[config.mk]
export PLATFORM = sky130hd
export DESIGN_NAME = mac_irq_agg
export DESIGN_NICKNAME = d
export VERILOG_FILES = /design/src/rtl/mac_irq_pkg.sv /design/src/rtl/irq_sum_eval.sv /design/src/rtl/irq_dir_slice.sv /design/src/rtl/mac_irq_agg.sv
export SDC_FILE = /design/constraint.sdc
export NUM_CORES = 1
export LEC_CHECK = 0
export BUFFER_PORTS_ARGS = -buffer_cell sky130_fd_sc_hd__buf_2
export CAP_MARGIN = 10
export CORE_AREA = 2 2 80 82
export DETAILED_ROUTE_END_ITERATION = 10
export DIE_AREA = 0 0 82 84
export HOLD_SLACK_MARGIN = 0.15
export PLACE_DENSITY = 0.77
export SYNTH_ARGS = -nofsm -noshare
export SYNTH_HDL_FRONTEND = slang
export SYNTH_SLANG_ARGS = --single-unit
[constraint.sdc]
create_clock -name clk -period 1.6 [get_ports clk]
set_input_delay 0.24 -clock clk [delete_from_list [all_inputs] [get_ports clk]]
set_output_delay 0.24 -clock clk [all_outputs]
set_load 0.02 [all_outputs]
[src/rtl/mac_irq_pkg.sv]
// Package: shared widths, register select encoding and mask helper for the
// MAC interrupt aggregator. Assumes a status word split into two equal halves.
package mac_irq_pkg;

    localparam int unsigned STAT_W = 32;
    localparam int unsigned HALF_W = STAT_W / 2;

    typedef enum logic {
        SEL_STATUS = 1'b0,
        SEL_ENABLE = 1'b1
    } reg_sel_e;

    // Builds a half-word mask with the three given bit positions set.
    function automatic logic [HALF_W-1:0] three_bit_mask(input int unsigned a,
                                                         input int unsigned b,
                                                         input int unsigned c);
        logic [HALF_W-1:0] m;
        m = '0;
        m[a] = 1'b1;
        m[b] = 1'b1;
        m[c] = 1'b1;
        return m;
    endfunction

endpackage

[src/rtl/irq_sum_eval.sv]
// Summary evaluator: reports whether any source flag is set together with its
// enable. Assumes SRC_MASK excludes the summary bit position itself.
module irq_sum_eval #(
    parameter int unsigned     W        = 16,
    parameter logic [W-1:0]    SRC_MASK = '0
) (
    input  logic [W-1:0] sta,
    input  logic [W-1:0] en,
    output logic         any_hit
);

    // Reduce the enabled source flags to one bit.
    always_comb begin
        any_hit = |(sta & en & SRC_MASK);
    end

endmodule

[src/rtl/irq_dir_slice.sv]
// Direction slice: holds one half of the status and enable words, keeps the
// half's summary bit inside the status half and drives one interrupt line.
// Assumes one write strobe class per cycle (clear or enable) from the top,
// a synchronous active-low reset and a synchronous soft reset.
module irq_dir_slice #(
    parameter int unsigned  W        = 16,
    parameter int unsigned  SUM_POS  = 0,
    parameter logic [W-1:0] SRC_MASK = '0
) (
    input  logic         clk,
    input  logic         rst_n,
    input  logic         soft_rst,
    input  logic [W-1:0] evt,
    input  logic         clr_we,
    input  logic         en_we,
    input  logic [W-1:0] wdata,
    output logic [W-1:0] sta_q,
    output logic [W-1:0] en_q,
    output logic         irq_q
);

    localparam logic [W-1:0] SUM_BIT = W'(1) << SUM_POS;

    logic [W-1:0] evt_m;
    logic [W-1:0] clr_v;
    logic [W-1:0] sta_base;
    logic [W-1:0] sta_n;
    logic [W-1:0] en_n;
    logic         recompute;
    logic         hit;
    logic         sum_n;
    logic         irq_n;

    // Apply software clears first, then hardware sets, so a set wins.
    always_comb begin
        evt_m     = evt & ~SUM_BIT;
        clr_v     = clr_we ? wdata : '0;
        sta_base  = (sta_q & ~clr_v) | evt_m;
        en_n      = en_we ? wdata : en_q;
        recompute = clr_we | en_we | (|evt_m);
    end

    irq_sum_eval #(
        .W        (W),
        .SRC_MASK (SRC_MASK)
    ) u_eval (
        .sta     (sta_base),
        .en      (en_n),
        .any_hit (hit)
    );

    // Choose the new summary bit and the line level from next-state values.
    always_comb begin
        sum_n          = recompute ? hit : sta_q[SUM_POS];
        sta_n          = sta_base;
        sta_n[SUM_POS] = sum_n;
        irq_n          = sum_n & en_n[SUM_POS];
    end

    // Register status half, enable half and the interrupt line.
    always_ff @(posedge clk) begin
        if (!rst_n || soft_rst) begin
            sta_q <= '0;
            en_q  <= '0;
            irq_q <= 1'b0;
        end else begin
            sta_q <= sta_n;
            en_q  <= en_n;
            irq_q <= irq_n;
        end
    end

endmodule

[src/rtl/mac_irq_agg.sv]
// Top: MAC interrupt status aggregator. Receive events live in the low half
// of the status word and transmit events in the high half. One slice per
// direction is generated. Assumes the bit position parameters place each
// direction's summary and sources inside its own half.
module mac_irq_agg
    import mac_irq_pkg::*;
#(
    parameter int unsigned RX_SUM_BIT    = 0,
    parameter int unsigned RX_GOOD_BIT   = 2,
    parameter int unsigned RX_NODESC_BIT = 5,
    parameter int unsigned RX_BUSERR_BIT = 9,
    parameter int unsigned TX_SUM_BIT    = 16,
    parameter int unsigned TX_DONE_BIT   = 18,
    parameter int unsigned TX_NODESC_BIT = 21,
    parameter int unsigned TX_BUSERR_BIT = 25
) (
    input  logic              clk,
    input  logic              rst_n,
    input  logic              soft_rst,
    input  logic              wr_en,
    input  logic              wr_sel,
    input  logic [STAT_W-1:0] wr_data,
    input  logic              rd_sel,
    output logic [STAT_W-1:0] rd_data,
    input  logic [HALF_W-1:0] tx_evt,
    input  logic [HALF_W-1:0] rx_evt,
    output logic              tx_irq,
    output logic              rx_irq
);

    localparam int unsigned NUM_DIR = 2;

    logic [STAT_W-1:0]  status_w;
    logic [STAT_W-1:0]  enable_w;
    logic [NUM_DIR-1:0] irq_w;
    logic               clr_we;
    logic               en_we;

    // Decode the write strobe into a clear-write or an enable-write.
    always_comb begin
        clr_we = wr_en && (reg_sel_e'(wr_sel) == SEL_STATUS);
        en_we  = wr_en && (reg_sel_e'(wr_sel) == SEL_ENABLE);
    end

    // One slice per direction: index 0 receive, index 1 transmit.
    for (genvar d = 0; d < NUM_DIR; d++) begin : g_dir
        localparam int unsigned BASE  = d * HALF_W;
        localparam int unsigned SUM_L = ((d == 0) ? RX_SUM_BIT : TX_SUM_BIT) - BASE;
        localparam logic [HALF_W-1:0] SRC_L = (d == 0) ?
            three_bit_mask(RX_GOOD_BIT - BASE, RX_NODESC_BIT - BASE, RX_BUSERR_BIT - BASE) :
            three_bit_mask(TX_DONE_BIT - BASE, TX_NODESC_BIT - BASE, TX_BUSERR_BIT - BASE);

        logic [HALF_W-1:0] evt_d;

        // Route the matching engine's pulses into this slice.
        always_comb begin
            evt_d = (d == 0) ? rx_evt : tx_evt;
        end

        irq_dir_slice #(
            .W        (HALF_W),
            .SUM_POS  (SUM_L),
            .SRC_MASK (SRC_L)
        ) u_slice (
            .clk      (clk),
            .rst_n    (rst_n),
            .soft_rst (soft_rst),
            .evt      (evt_d),
            .clr_we   (clr_we),
            .en_we    (en_we),
            .wdata    (wr_data[BASE +: HALF_W]),
            .sta_q    (status_w[BASE +: HALF_W]),
            .en_q     (enable_w[BASE +: HALF_W]),
            .irq_q    (irq_w[d])
        );
    end

    // Read mux and interrupt line outputs.
    always_comb begin
        rd_data = (reg_sel_e'(rd_sel) == SEL_ENABLE) ? enable_w : status_w;
        rx_irq  = irq_w[0];
        tx_irq  = irq_w[1];
    end

endmodule

# == Word-level counts from Yosys, hierarchy flattened ==
# Index checks and enable logic that the tools add are counted.
# classes
muxes,7
reduce_logical,8
bitwise,14
# op_table
operator,n
16-bit two-way mux,4
16-bit AND,2
32-bit two-way mux,1
16-bit inverter,2
16-bit bitwise OR,2
15-bit OR reduction,2
10-bit AND,2
3-bit OR reduction,2
1-bit bitwise OR,3
1-bit AND,2
1-bit logical AND,2
1-bit two-way mux,2
1-bit logical NOT,1
1-bit logical OR,1
1-bit inverter,1
# totals
wordCells,35
input_bits,70
out_inout_bits,34
register_bits,66

# == Depth between registers and ports, before layout ==
# logic_depth
word_depth,10
depth_mapped,7
mapped_depth_nobuf,4

# == By module ==
# From an unflattened synthesis, not the netlist that was laid out.
# unflattened
cells_unflattened,306
hier_area_um2,3289.4
# by_module_without_submodules
module,cells_per_inst,area_per_inst_um2,n_inst
irq_dir_slice,132,1352.5,2
mac_irq_agg,38,556.8,1
irq_sum_eval,2,13.8,2

# == Worst setup path before layout ==
# OpenSTA, ideal clock, no wires.
# synth_path
path_type,input port to flip-flop
start,in wr_sel
end,reg g_dir[1].u_slice.sta_q[0]
slack_ns,0.249
cell_stages,5
t_required_ns,1.466
setup_ns,0.134
arrival_ns,1.217
cell_sequence,buf_2 > and2_1 > mux2_2 > a2bb2oi_1 > a211oi_2
# synth_via
elab_chain_len,9
# synth_lines
element,line,text
start: declaration,mac_irq_agg.sv:21,"input logic wr_sel,"
1-bit inverter,mac_irq_agg.sv:41,clr_we = wr_en && (reg_sel_e'(wr_sel) == SEL_STATUS);
1-bit logical AND,mac_irq_agg.sv:41,
16-bit two-way mux,irq_dir_slice.sv:37,clr_v = clr_we ? wdata : '0;
16-bit inverter,irq_dir_slice.sv:38,sta_base = (sta_q & ~clr_v) | evt_m;
16-bit AND,irq_dir_slice.sv:38,
16-bit bitwise OR,irq_dir_slice.sv:38,
10-bit AND,irq_sum_eval.sv:14,any_hit = |(sta & en & SRC_MASK);
3-bit OR reduction,irq_sum_eval.sv:14,
1-bit two-way mux *,irq_dir_slice.sv:54,sum_n = recompute ? hit : sta_q[SUM_POS];
end signal: assignment,irq_dir_slice.sv:67,sta_q <= sta_n;
end: declaration,irq_dir_slice.sv:17,"output logic [W-1:0] sta_q,"
# Mark *: on every way between the ends. The rest lies on a longest branch, timed or not.
# A chain may end at the register's enable or synchronous reset.

# == Worst setup path after layout ==
# layout_path
start,in tx_evt[8]
end,reg g_dir[1].u_slice.sta_q[0]
# layout_via
elab_chain_len,3
# layout_lines
element,line,text
start: declaration,mac_irq_agg.sv:25,"input logic [HALF_W-1:0] tx_evt,"
15-bit OR reduction,irq_dir_slice.sv:40,recompute = clr_we | en_we | (|evt_m);
1-bit bitwise OR,irq_dir_slice.sv:40,
1-bit two-way mux,irq_dir_slice.sv:54,
# Every way passes these cells.

==> flow_metrics.py <==
metrics = {
    "setup_path": {
        "worstPathRequired_ps": 1870,
        "crit_chain": "dlygate4sd3_1 -> buf_2 -> nor4_1 -> nand4_1 -> o31a_1 -> a211oi_2",
        "worstRegToRegCells": 4,
        "crit_end": "g_dir[1].u_slice.sta_q[0]",
        "crit_path_top_delay_cell": "dlygate4sd3_1",
        "critPathLaunch": "tx_evt[8]",
        "reg2reg_from": "g_dir[1].u_slice.en_q[9]",
        "r2r_end": "g_dir[1].u_slice.sta_q[0]",
        "worst_setup_path_end_kind": "flop",
        "rrSetupSlack_ps": 460,
        "cp.arrival_ps": 1820,
        "path_max_fanout": 3,
        "startpoint_type": "input port",
        "crit_type": "in -> reg",
        "slowest_delay_ps": 540,
    },
    "yosys": {
        "synth_cells": 352,
        "synth-adder-area-share": 0,
        "netlist.area_leader.share": 0.455,
        "synth_edf_count": 0,
        "synthesis.area_mm2": 0.00290,
        "synth_commonest_cells": "nand2_1, a21oi_1, dfxtp_1, nor2_1, mux2_2",
        "synth-compound-area-share": 0.166,
        "yosysWarnings": 0,
        "synthMuxAreaShare": 0.128,
        "yosysMostFrequentCell": "nand2_1",
        "synth_seq_cells": 66,
        "async_reset_ff_frac": 0,
        "synth_xor_area_frac": 0,
        "synth_cell_types": 30,
        "avgSynthCellArea_um2": 8.24,
        "yosys_most_used_dff": "dfxtp_1",
        "synth_fp_nets": 422,
        "synth_area_leader_cell": "dfxtp_1",
        "synth_top_family_by_area": "simple AND/OR/NAND/NOR gates",
        "synth_area_leaders": "dfxtp_1, mux2_2, a21oi_1",
        "yosys.area_share.simple": 0.210,
        "yosysSeqAreaShare": 0.455,
    },
    "cells_and_area": {
        "area_delta_synth_final_pct": 47.8,
        "drive_gt1_frac": 0.341,
        "design_area_mm2": 0.00429,
        "insertedDiodeCount": 0,
        "fin_nets": 576,
    },
    "detailed_routing": {
        "avgRoutedWirePerCell_um": 14.6,
        "drc": 0,
        "ant_nets": 0,
        "drt_iter0_drc": 158,
        "vias": 3045,
        "via_per_inst": 5.18,
        "first_pass_iters": 4,
        "wl_um": 8610,
    },
    "clocking": {
        "numClockSinks": 66,
        "htreeDepth": 3,
        "cts_inserted_buffers": 9,
        "path_clk_slew_ps": 80,
        "cts_root_buf": "clkbuf_8",
        "post_cts_buffers": 0,
        "tritoncts": "built",
        "clkLatencyLatePin_ps": 350,
        "clock_path_buffers": 2,
    },
    "timing": {
        "clock_skew_ps": 6.48,
        "fmax_ghz": 0.645,
        "worstMarginPinSlew_ps": 398,
        "min_period_ps": 1550,
        "setup_viol_count_final": 0,
        "fin_crit_sh": 0.969,
        "maxSlewHeadroom": 0.734,
        "hold_viol_final": 0,
        "slew_viol_final": 0,
    },
    "global_route": {
        "grt_pass1_vias": 2993,
        "grt_max_degree": 33,
        "antenna_found_initial": 0,
        "grt-ovfl-total": 0,
        "grt_util_all_layers": 0.260,
        "grt_pass1_wl_um": 13600,
    },
    "floorplanning": {
        "die-area_mm2": 0.00689,
        "chipWidth_um": 82,
        "fp.dieH_um": 84,
        "fp-row-count": 29,
        "initial_core_util": 0.476,
        "ios": 104,
        "core-area_mm2": 0.00610,
    },
    "job": {
        "maxCapViolCount": 0,
    },
    "place": {
        "numPortBuffers": 101,
        "dp_hpwl_um": 5570,
        "gp_congestion": 0.838,
        "dpl_cell_area_mm2": 0.00353,
    },
    "power_and_ir_drop": {
        "power.leakage_uw": 0.00188,
        "peakVddDrop_v": 0.000658,
        "power_uw": 3920,
        "p_per_area_mw_per_mm2": 915,
    },
    "min_path": {
        "holdCritPathClass": "in -> reg",
    },
    "run_status": {
        "status": "finished, final reports clean",
    },
}
-- power by group --
part           switching, µW  leakage [µW]  internal, µW
sequential              30.5      0.000539          1700
clock                    668      0.000109           922
combinational            305       0.00123           300
-- logic make-up (layout without fill, tap and decap cells) --
group | after synthesis | after routing
mux | 33 | 33
compound gates | 85 | 85
flops | 66 | 66
simple gates | 144 | 144
buf+inv | 24 | 183
-- stage by stage --
step / cells / utilization / worst slack [ps] / setup TNS (ps) / hold slack, ps
2_1_floorplan: 352 / - / 249 / 0 / 357
4_1_cts: 588 / 0.698 / 5.99 / 0 / 151
3_3_place_gp: 522 / 0.579 / 104 / 0 / 438
6_report: 588 / 0.703 / 49.3 / 0 / 167
3_5_place_dp: 522 / 0.579 / 26.5 / 0 / 445
5_1_grt: 588 / 0.703 / -44.8 / -44.8 / 167
-- cells in the final DEF (no fill, tap or decap), types with 5 or more instances in the layout --
master	Yosys	final
buf_2	9	101
nand2_1	88	88
a21oi_1	66	66
dfxtp_1	66	66
dlygate4sd3_1	0	50
nor2_1	34	34
mux2_2	32	32
buf_4	1	13
clkbuf_8	0	10
o21ai_0	5	5
-- worst max-delay path: cells and delay by family --
kind	cells	cell delay [ps]
buffers and inverters	2	670
AND/OR/NAND/NOR	2	510
AO/OA/AOI/OAI	2	380
-- repair_timing --
action                                  4_1_cts  5_1_grt
hold buffers                                 50        0
endpoints found under the hold margin        50        0
gates resized for setup                       0        5
endpoints found under the setup margin        0        4
-- metal layers --
| layer | track usage | vias to the layer above | routed length (µm) |
|---|---|---|---|
| met4 | 0.136 | 0 | 285 |
| met5 | 0 | - | 0 |
| li1 | - | 1511 | - |
| met1 | 0.290 | 1405 | 3450 |
| met3 | 0.0628 | 24 | 549 |
| met2 | 0.445 | 105 | 4330 |
-- worst min path at each step --
stage,start,end,slack [ps],cells after the start
after detailed placement,flop,flop,440,2
after floorplan,rx_evt[10],g_dir[0].u_slice.sta_q[10],360,2
after global routing,wr_data[25],g_dir[1].u_slice.en_q[9],170,3
after CTS,wr_data[11],g_dir[0].u_slice.en_q[11],150,3
after global placement,g_dir[1].u_slice.en_q[15],g_dir[1].u_slice.en_q[15],440,2
final,wr_data[21],g_dir[1].u_slice.en_q[5],170,3
-- cell type report --
type,instances,area (µm²)
Clock buffer,10,138
Clock inverter,6,88.8
Fill cell,468,1810
Inverter,1,3.75
Multi-Input combinational cell,262,1500
Sequential cell,66,1320
Tap cell,77,96.3
Timing Repair Buffer,166,1140
(Power assumes the default switching activity.)
